`src/rtl/bbpid_pkg.sv`:
```
// Shared types for the bang-bang settling assist controller.
package bbpid_pkg;
    // Classification of a detector sample in the current cycle.
    typedef enum logic [1:0] {
        EV_NONE = 2'd0,   // no sample acted on
        EV_FLIP = 2'd1,   // sign reversal
        EV_SAME = 2'd2    // sign repeated
    } bb_event_e;
endpackage

```
`src/rtl/bbpid_gain_decay.sv`:
```
// Derivative gain register.
// Loads kd_init in the first enabled cycle and halves on each shrink request.
// Assumes: shrink is only raised while the current gain is non-zero.
module bbpid_gain_decay #(
    parameter int KD_W = 12
) (
    input  logic            clk,
    input  logic            rst_n,
    input  logic            en,
    input  logic [KD_W-1:0] kd_init,
    input  logic            shrink,
    output logic [KD_W-1:0] kd_cur,
    output logic            kd_zero
);
    logic            armed_q;
    logic [KD_W-1:0] kd_q;

    // Effective gain: the programmed value until the register has been loaded.
    always_comb begin
        kd_cur  = armed_q ? kd_q : kd_init;
        kd_zero = (kd_cur == '0);
    end

    // Gain storage: clear when disabled, otherwise hold or halve.
    always_ff @(posedge clk) begin
        if (!rst_n || !en) begin
            armed_q <= 1'b0;
            kd_q    <= '0;
        end else begin
            armed_q <= 1'b1;
            kd_q    <= shrink ? (kd_cur >> 1) : kd_cur;
        end
    end

    // every reversal leaves a strictly smaller gain
    a_r4_gain_shrinks: assert property (@(posedge clk) disable iff (!rst_n)
        (en && shrink) |=> (kd_q < $past(kd_cur)));

    // entry without a reversal captures the programmed gain
    a_r2_entry_load: assert property (@(posedge clk) disable iff (!rst_n)
        (en && !armed_q && !shrink) |=> (kd_q == $past(kd_init)));
endmodule

```
`src/rtl/bbpid_aux_integ.sv`:
```
// Saturating auxiliary integrator.
// Adds or subtracts ki on each step and clamps to the signed CORR_W range.
// Assumes: KI_W < CORR_W; clr has priority over step.
module bbpid_aux_integ #(
    parameter int CORR_W = 16,
    parameter int KI_W   = 8
) (
    input  logic                     clk,
    input  logic                     rst_n,
    input  logic                     clr,
    input  logic                     step,
    input  logic                     dir,
    input  logic [KI_W-1:0]          ki,
    output logic signed [CORR_W-1:0] acc_next,
    output logic signed [CORR_W-1:0] acc_q
);
    localparam int SUM_W = CORR_W + 1;
    localparam logic signed [CORR_W-1:0] ACC_MAX = {1'b0, {(CORR_W-1){1'b1}}};
    localparam logic signed [CORR_W-1:0] ACC_MIN = {1'b1, {(CORR_W-1){1'b0}}};

    logic signed [SUM_W-1:0] ki_ext;
    logic signed [SUM_W-1:0] delta;
    logic signed [SUM_W-1:0] sum;

    // Next value: widened add, then clamp on overflow of the top bit pair.
    always_comb begin
        ki_ext = signed'(SUM_W'(ki));
        delta  = dir ? ki_ext : -ki_ext;
        sum    = {acc_q[CORR_W-1], acc_q} + delta;
        if (!step)
            acc_next = acc_q;
        else if (sum[SUM_W-1] != sum[SUM_W-2])
            acc_next = sum[SUM_W-1] ? ACC_MIN : ACC_MAX;
        else
            acc_next = sum[CORR_W-1:0];
    end

    // Accumulator storage.
    always_ff @(posedge clk) begin
        if (!rst_n || clr)
            acc_q <= '0;
        else
            acc_q <= acc_next;
    end

    // positive clamp holds under further positive steps
    a_r7_pos_clamp: assert property (@(posedge clk) disable iff (!rst_n)
        (!clr && step && dir && acc_q == ACC_MAX) |=> (acc_q == ACC_MAX));

    // negative clamp holds under further negative steps
    a_r7_neg_clamp: assert property (@(posedge clk) disable iff (!rst_n)
        (!clr && step && !dir && acc_q == ACC_MIN) |=> (acc_q == ACC_MIN));
endmodule

```
`src/rtl/bbpid_assist_fsm.sv`:
```
// Bang-bang settling assist controller (top).
// Classifies each detector sample as reversal or repeat, drives a derivative kick
// or the auxiliary integrator onto the correction word, and retires itself
// once the derivative gain has decayed to zero.
// Assumes: KD_W < CORR_W and KI_W < CORR_W.
module bbpid_assist_fsm
    import bbpid_pkg::*;
#(
    parameter int CORR_W = 16,
    parameter int KD_W   = 12,
    parameter int KI_W   = 8
) (
    input  logic                     clk,
    input  logic                     rst_n,
    input  logic                     en,
    input  logic                     pd_valid,
    input  logic                     pd_early,
    input  logic [KD_W-1:0]          kd_init,
    input  logic [KI_W-1:0]          ki_gain,
    output logic signed [CORR_W-1:0] corr_out,
    output logic                     done
);
    bb_event_e                ev;
    logic                     live;
    logic                     last_sign_q;
    logic                     done_q;
    logic signed [CORR_W-1:0] corr_q;
    logic [KD_W-1:0]          kd_cur;
    logic                     kd_zero;
    logic signed [CORR_W-1:0] kd_ext;
    logic signed [CORR_W-1:0] kick;
    logic signed [CORR_W-1:0] acc_next;
    logic signed [CORR_W-1:0] acc_q;

    // Sample classification against the stored sign.
    always_comb begin
        live = en && !done_q && !kd_zero && pd_valid;
        if (!live)
            ev = EV_NONE;
        else if (pd_early != last_sign_q)
            ev = EV_FLIP;
        else
            ev = EV_SAME;
    end

    // Derivative kick in the direction of the new sign.
    always_comb begin
        kd_ext = signed'(CORR_W'(kd_cur));
        kick   = pd_early ? kd_ext : -kd_ext;
    end

    bbpid_gain_decay #(.KD_W(KD_W)) u_gain (
        .clk     (clk),
        .rst_n   (rst_n),
        .en      (en),
        .kd_init (kd_init),
        .shrink  (ev == EV_FLIP),
        .kd_cur  (kd_cur),
        .kd_zero (kd_zero)
    );

    bbpid_aux_integ #(.CORR_W(CORR_W), .KI_W(KI_W)) u_integ (
        .clk      (clk),
        .rst_n    (rst_n),
        .clr      (!en || ev == EV_FLIP),
        .step     (ev == EV_SAME),
        .dir      (pd_early),
        .ki       (ki_gain),
        .acc_next (acc_next),
        .acc_q    (acc_q)
    );

    // Stored sign: positive on entry, follows every acted-on sample.
    always_ff @(posedge clk) begin
        if (!rst_n || !en)
            last_sign_q <= 1'b1;
        else if (ev != EV_NONE)
            last_sign_q <= pd_early;
    end

    // Completion flag: set once the gain is zero, held until disabled.
    always_ff @(posedge clk) begin
        if (!rst_n || !en)
            done_q <= 1'b0;
        else if (kd_zero)
            done_q <= 1'b1;
    end

    // Correction word register.
    always_ff @(posedge clk) begin
        if (!rst_n || !en)
            corr_q <= '0;
        else if (done_q || kd_zero)
            corr_q <= '0;
        else begin
            case (ev)
                EV_FLIP: corr_q <= kick;
                EV_SAME: corr_q <= acc_next;
                default: corr_q <= corr_q;
            endcase
        end
    end

    assign corr_out = corr_q;
    assign done     = done_q;

    // a retired controller contributes nothing
    a_r8_done_quiet: assert property (@(posedge clk) disable iff (!rst_n)
        done_q |-> (corr_q == '0));

    // completion stays set while enabled
    a_r8_done_sticky: assert property (@(posedge clk) disable iff (!rst_n)
        (en && done_q) |=> done_q);

    // disabling returns the outputs to idle
    a_r9_disable_idle: assert property (@(posedge clk) disable iff (!rst_n)
        !en |=> (corr_q == '0 && !done_q));

    // idle strobe leaves the correction untouched
    a_r11_hold: assert property (@(posedge clk) disable iff (!rst_n)
        (en && !done_q && !kd_zero && !pd_valid) |=> $stable(corr_q));

    // the kick points the way of the new sign
    a_r3_kick_dir: assert property (@(posedge clk) disable iff (!rst_n)
        (ev == EV_FLIP) |=> ($past(pd_early) ? (corr_q > 0) : (corr_q < 0)));
endmodule

```
`config.mk`:
```
export PLATFORM = sky130hd
export DESIGN_NAME = bbpid_assist_fsm
export DESIGN_NICKNAME = d
export VERILOG_FILES = /design/src/rtl/bbpid_pkg.sv /design/src/rtl/bbpid_gain_decay.sv /design/src/rtl/bbpid_aux_integ.sv /design/src/rtl/bbpid_assist_fsm.sv
export SDC_FILE = /design/constraint.sdc
export NUM_CORES = 1
export LEC_CHECK = 0
export BUFFER_PORTS_ARGS = -buffer_cell sky130_fd_sc_hd__buf_2
export CORE_ASPECT_RATIO = 0.8
export CORE_UTILIZATION = 49
export CTS_CLUSTER_SIZE = 30
export DETAILED_ROUTE_END_ITERATION = 10
export PLACE_DENSITY = 0.69
export SYNTH_ARGS = -nofsm -noshare
export SYNTH_HDL_FRONTEND = slang
export SYNTH_HIERARCHICAL = 1
export SYNTH_SLANG_ARGS = --single-unit
```
`constraint.sdc`:
```
create_clock -name clk -period 6.2 [get_ports clk]
set_input_delay 0.31 -clock clk [delete_from_list [all_inputs] [get_ports clk]]
set_output_delay 0.31 -clock clk [all_outputs]
set_load 0.02 [all_outputs]
```
Yosys cells after proc, flatten, opt, wreduce, memory -nomap -nowiden:

Cells that the tools add are included.

* output and inout port bits: 17
* input bits: 25
* register bits after elaboration: 47
* word-level logic and storage cells: 41

* equal/unequal tests: 4
* reduce and logical (&&, ||, !) cells: 16
* add/subtract/negate cells: 3
* mux-type cells: 11

Operators with widths (number)
* $mux 16: 4
* $pmux 16 s2: 1
* $add 17x17->17: 1
* $mux 17: 1
* $neg 8->17: 1
* $neg 12->16: 1
* $logic_not 12->1: 1
* $mux 12: 1
* $mux 11: 1
* $logic_not 1->1: 4
* $logic_or 1x1->1: 4
* $mux 2: 2
* $reduce_bool 2->1: 2
* $reduce_or 2->1: 2
* $logic_and 1x1->1: 3
* $eq 2x1->1 const B: 1
* $eq 2x2->1 const B: 1
* $ne 1x1->1: 2
* $mux 1: 1

Logic depth before layout (Yosys ltp):

* word-level depth: 9
* depth in mapped cells: 19
* depth with buffers taken out: 17

By module:

The synthesis kept the hierarchy.

By module, submodules not included
* bbpid_aux_integ: cells each 248, sequential area each 320.3 um^2, instances 1, area each 1959.4 um^2
* bbpid_assist_fsm: cells each 149, sequential area each 360.3 um^2, instances 1, area each 1214.9 um^2
* bbpid_gain_decay: cells each 66, sequential area each 260.2 um^2, instances 1, area each 660.6 um^2

Worst setup path after synthesis:

No wires, ideal clock.

* path type: in2reg
* start point: input port ki_gain[4]
* end point: register corr_q[4] (netlist: corr_out[4])
* buffers on the path: 1
* path slack: 2359 ps
* arrival: 3725 ps
* cell stages on the path: 17
* required time: 6084 ps
* path through: nor4_4 -> nand2_1 -> nor3_1 -> ha_1 -> mux2_2 -> ha_1 -> and2_1 -> a21boi_2 -> o21ai_2 -> xor2_2 -> buf_4 -> o21ai_1 -> a31oi_1 -> mux2_2 -> o22ai_1 -> a211oi_1 -> a31o_2

* word-level cells in the longest chain between the ends: 7
* elaborated cells on any way between the ends: 8
* classes of those cells: add/sub: 2; eq/ne: 1; mux: 5

Ends and longest elaborated chain
* from (decl): line bbpid_assist_fsm.sv:19 `input logic [KI_W-1:0] ki_gain,`
* $neg 8->17: line bbpid_aux_integ.sv:28 `delta = dir ? ki_ext : -ki_ext;`
* $mux 17 *: line bbpid_aux_integ.sv:28
* $add 17x17->17 *: line bbpid_aux_integ.sv:29 `sum = {acc_q[CORR_W-1], acc_q} + delta;`
* $mux 16 or $ne 1x1->1 (tied branches): line bbpid_aux_integ.sv:33, bbpid_aux_integ.sv:32
* $mux 16 *: line bbpid_aux_integ.sv:32 `else if (sum[SUM_W-1] != sum[SUM_W-2])`
* $mux 16 *: line bbpid_aux_integ.sv:30 `if (!step)`
* net acc_next[4]: line bbpid_assist_fsm.sv:32 `logic signed [CORR_W-1:0] acc_next;`
* $pmux 16 s2 *: line bbpid_assist_fsm.sv:96 `case (ev)`
* to (signal assigned): line bbpid_assist_fsm.sv:97 `EV_FLIP: corr_q <= kick;`
* to (signal assigned): line bbpid_assist_fsm.sv:98 `EV_SAME: corr_q <= acc_next;`
* to (signal assigned): line bbpid_assist_fsm.sv:99 `default: corr_q <= corr_q;`
* to (decl): line bbpid_assist_fsm.sv:27 `logic signed [CORR_W-1:0] corr_q;`

The timed path passes the listed nets; every way through them passes the cells marked *.
A chain may end at the register's enable or synchronous reset.

Worst setup path after layout:

* start point: input port ki_gain[4]
* end point: register corr_q[11] (netlist: corr_out[11])

The elaborated chain is that of the path after synthesis.

==> impl_metrics.env <==
export IMPL_path_max_fanout=22
export IMPL_pin_count=42
export IMPL_cts_buffers=5
export IMPL_antenna_left=0
export IMPL_grt_met1_usage_pct=37.1
export IMPL_syn_to_final_growth_pct=7.05
export IMPL_die_area_um2=8190
export IMPL_cap_violations=0
export IMPL_syn_avg_cell_area_um2=8.28
export IMPL_grt_pass1_wl_um=15800
export IMPL_cpPeakStageDelay_ns=0.56
export IMPL_fin_worst_skew_ns=0.00813
export IMPL_htreeDepth=2
export IMPL_layout_min_cycle_time_ns=4.51
export IMPL_routed_wl_um=9650
export IMPL_coreArea_um2=7500
export IMPL_cts_sinks=47
export IMPL_drc=0
export IMPL_synth_area_leader_cell="dfxtp_1"
export IMPL_cts_root_buf="clkbuf_8"
export IMPL_start_util_pct=51.2
export IMPL_rsz0062_at_grt="false"
export IMPL_tritoncts="built"
export IMPL_tightest_slew_ns=1.33
export IMPL_vias_per_cell=6.06
export IMPL_p_sw_share_pct=33.7
export IMPL_yosysTopAreaCellShare_pct=24.5
export IMPL_die_height_um=81.1
export IMPL_place_gp_congestion=0.959
export IMPL_hpwl_um=7260
export IMPL_fin_setup_tns_ns=0
export IMPL_synth_cell_types=76
export IMPL_ctsHoldBuffers=0
export IMPL_seq_area_frac_synth_pct=24.5
export IMPL_syn_inst=463
export IMPL_hold_path_class="input pin to register"
export IMPL_top_usage_layer="met2"
export IMPL_status="finished clean"
export IMPL_p_clk_share_pct=25.5
export IMPL_cp_cell_sequence="buf_2, nor4_4, nand2_1, nor3_1, ha_1, mux2_2, ha_1, and2_1, a21boi_2, o21ai_2, xor2_2, nand2_2, a31oi_1, mux2_2, o22ai_1, o21ai_0, and3_1"
export IMPL_synth_seq_cells=47
export IMPL_synth_area_top_cells="dfxtp_1, ha_1, mux2_2, a21oi_1, a31oi_1"
export IMPL_post_cts_resized=0
export IMPL_internal_power_mw=0.487
export IMPL_drt_initial_drc_count=219
export IMPL_synth_nets=509
export IMPL_insertion_delay_ns=0.30
export IMPL_worstSetupPathType="input pin to register"
export IMPL_fin_hold_ws_ns=0.289
export IMPL_grt_remaining_overflow=0
export IMPL_portBuffers=41
export IMPL_fin_ws_ns=1.69
export IMPL_place_ws_ns=1.46
export IMPL_dr_pass1_iters=5
export IMPL_syn_area_um2=3830
export IMPL_synth_edff_count=0
export IMPL_vias=3563
export IMPL_start_kind="input pin"
export IMPL_critical_path_required_ns=6.44
export IMPL_leakage_nw=1.65
export IMPL_setup_viol=0
export IMPL_grt_antenna_before_repair=0
export IMPL_rows=28
export IMPL_grt_max_degree=47
export IMPL_synth_most_common_cell="dfxtp_1"
export IMPL_die_x_um=101
export IMPL_gr_usage_met3_pct=3.70
export IMPL_finalMaxSlewViolations=0
export IMPL_hold_violations=0
export IMPL_async_reset_ff_share_pct=0
export IMPL_seqPwrFrac_pct=43.8
export IMPL_cts_clk_slew_worst_paths_ns=0.08
export IMPL_grt_util_all_layers_pct=24.5
export IMPL_cpMaxStageDelayCell="xor2_2"
export IMPL_arrival_ns=4.75
export IMPL_antenna_cells=0
export IMPL_nets=529
export IMPL_fmax_ghz=0.222
export IMPL_fin_util_pct=54.8
export IMPL_wl_per_cell_um=16.4
export IMPL_synth_ff_type="dfxtp_1"
export IMPL_synth_common_cells="dfxtp_1, nor2_1, a21oi_1, o21ai_0, a31oi_1"
export IMPL_use_met2_pct=37.3
export IMPL_yosysWarnings=6
export IMPL_layout_drive_gt1_share_pct=20.1
export IMPL_end_kind="register"
export IMPL_p_sw_mw=0.247
export IMPL_min_period_over_period_pct=72.7
export IMPL_ir_drop_v=0.0000979
export IMPL_grt_pass1_vias=3146
export IMPL_post_cts_setup_buffer_count=0
export IMPL_relSlewSlack_pct=11.2
export IMPL_clock_path_buffers=2
export IMPL_powerDensity_nw_per_um2=179
export IMPL_p_comb_share_pct=30.7
-- flip-flops by register name (all words and copies together), names as in the netlist --
name            flops
corr_out           16
u_gain/kd_q        12
done                1
u_gain/armed_q      1
u_integ/acc_q      16
last_sign_q         1
-- layout make-up --
cell class	instances	area (µm²)
fillers	723	3390
repair buffers	45	235
flip-flops and latches	47	941
well taps	105	131
multi-input cells	372	2670
clock inverters	1	5.00
clock buffers	6	82.6
inverters	12	45.0
-- worst paths after layout --
path                            slack (ns)            to             start  cells after the start
worst min-delay path                  0.29          done             rst_n                      3
worst min register to register        0.46   corr_out[1]       corr_out[1]                      2
worst max-delay path                  1.69  corr_out[11]        ki_gain[4]                     17
worst max register to register        2.30  corr_out[11]  u_integ/acc_q[0]                     13
-- metrics by stage --
| stage | area (µm²) | power (mW) | std cells |
|---|---|---|---|
| global placement | 4020 | 0.546 | 581 |
| detailed placement | 4020 | 0.549 | 581 |
| global route | 4110 | 0.776 | 588 |
| CTS | 4110 | 0.734 | 588 |
| finish | 4110 | 0.734 | 588 |
| floorplan | 3830 | 0.501 | 463 |
-- cells in the final DEF (no fill, tap or decap), types with 7 or more instances in the layout --
master,netlist,routed
xnor2_1,12,12
nand2_1,20,20
nor2_1,41,40
nand3_1,8,8
xor2_1,13,13
o21ai_1,12,12
a21oi_1,40,40
inv_1,12,12
nor3_1,7,7
buf_2,6,41
ha_1,20,20
dfxtp_1,47,47
mux2i_1,14,14
mux2_2,21,21
o21ai_0,31,31
a31oi_1,27,27
-- power groups by stage --
| stage | sequential, mW | clock (mW) | combinational [mW] |
|---|---|---|---|
| after CTS | 0.322 | 0.190 | 0.222 |
| after detailed placement | 0.329 | 0 | 0.220 |
| after floorplan | 0.328 | 0 | 0.173 |
| final | 0.322 | 0.187 | 0.225 |
| after global routing | 0.323 | 0.204 | 0.249 |
| after global placement | 0.328 | 0 | 0.218 |
-- worst max-delay path: cells and delay by family --
kind,cells,cell delay (ns)
and+or+nand+nor,6,1.68
xor gates and xnor gates,1,0.56
adders and majority gates,2,0.66
AOI/OAI and AO/OA,5,0.92
buffers and inverters,1,0.13
muxes,2,0.48
-- layer usage --
metal	wire, µm	share of wire, %
met1	4900	51
met2	4140	43
met3	552	5.7
met4	53	0.55
met5	0	0
-- cell families after synthesis --
family                     after synthesis  synth area share, %
and+or+nand+nor                        119                 16.6
AOI/OAI and AO/OA                      166                 27.9
adders and majority gates               25                 8.16
buffers and inverters                   44                 6.17
DFF                                     47                 24.5
muxes                                   35                 9.82
xor gates and xnor gates                27                 6.85
No activity file was read; power rests on OpenSTA's default activity.
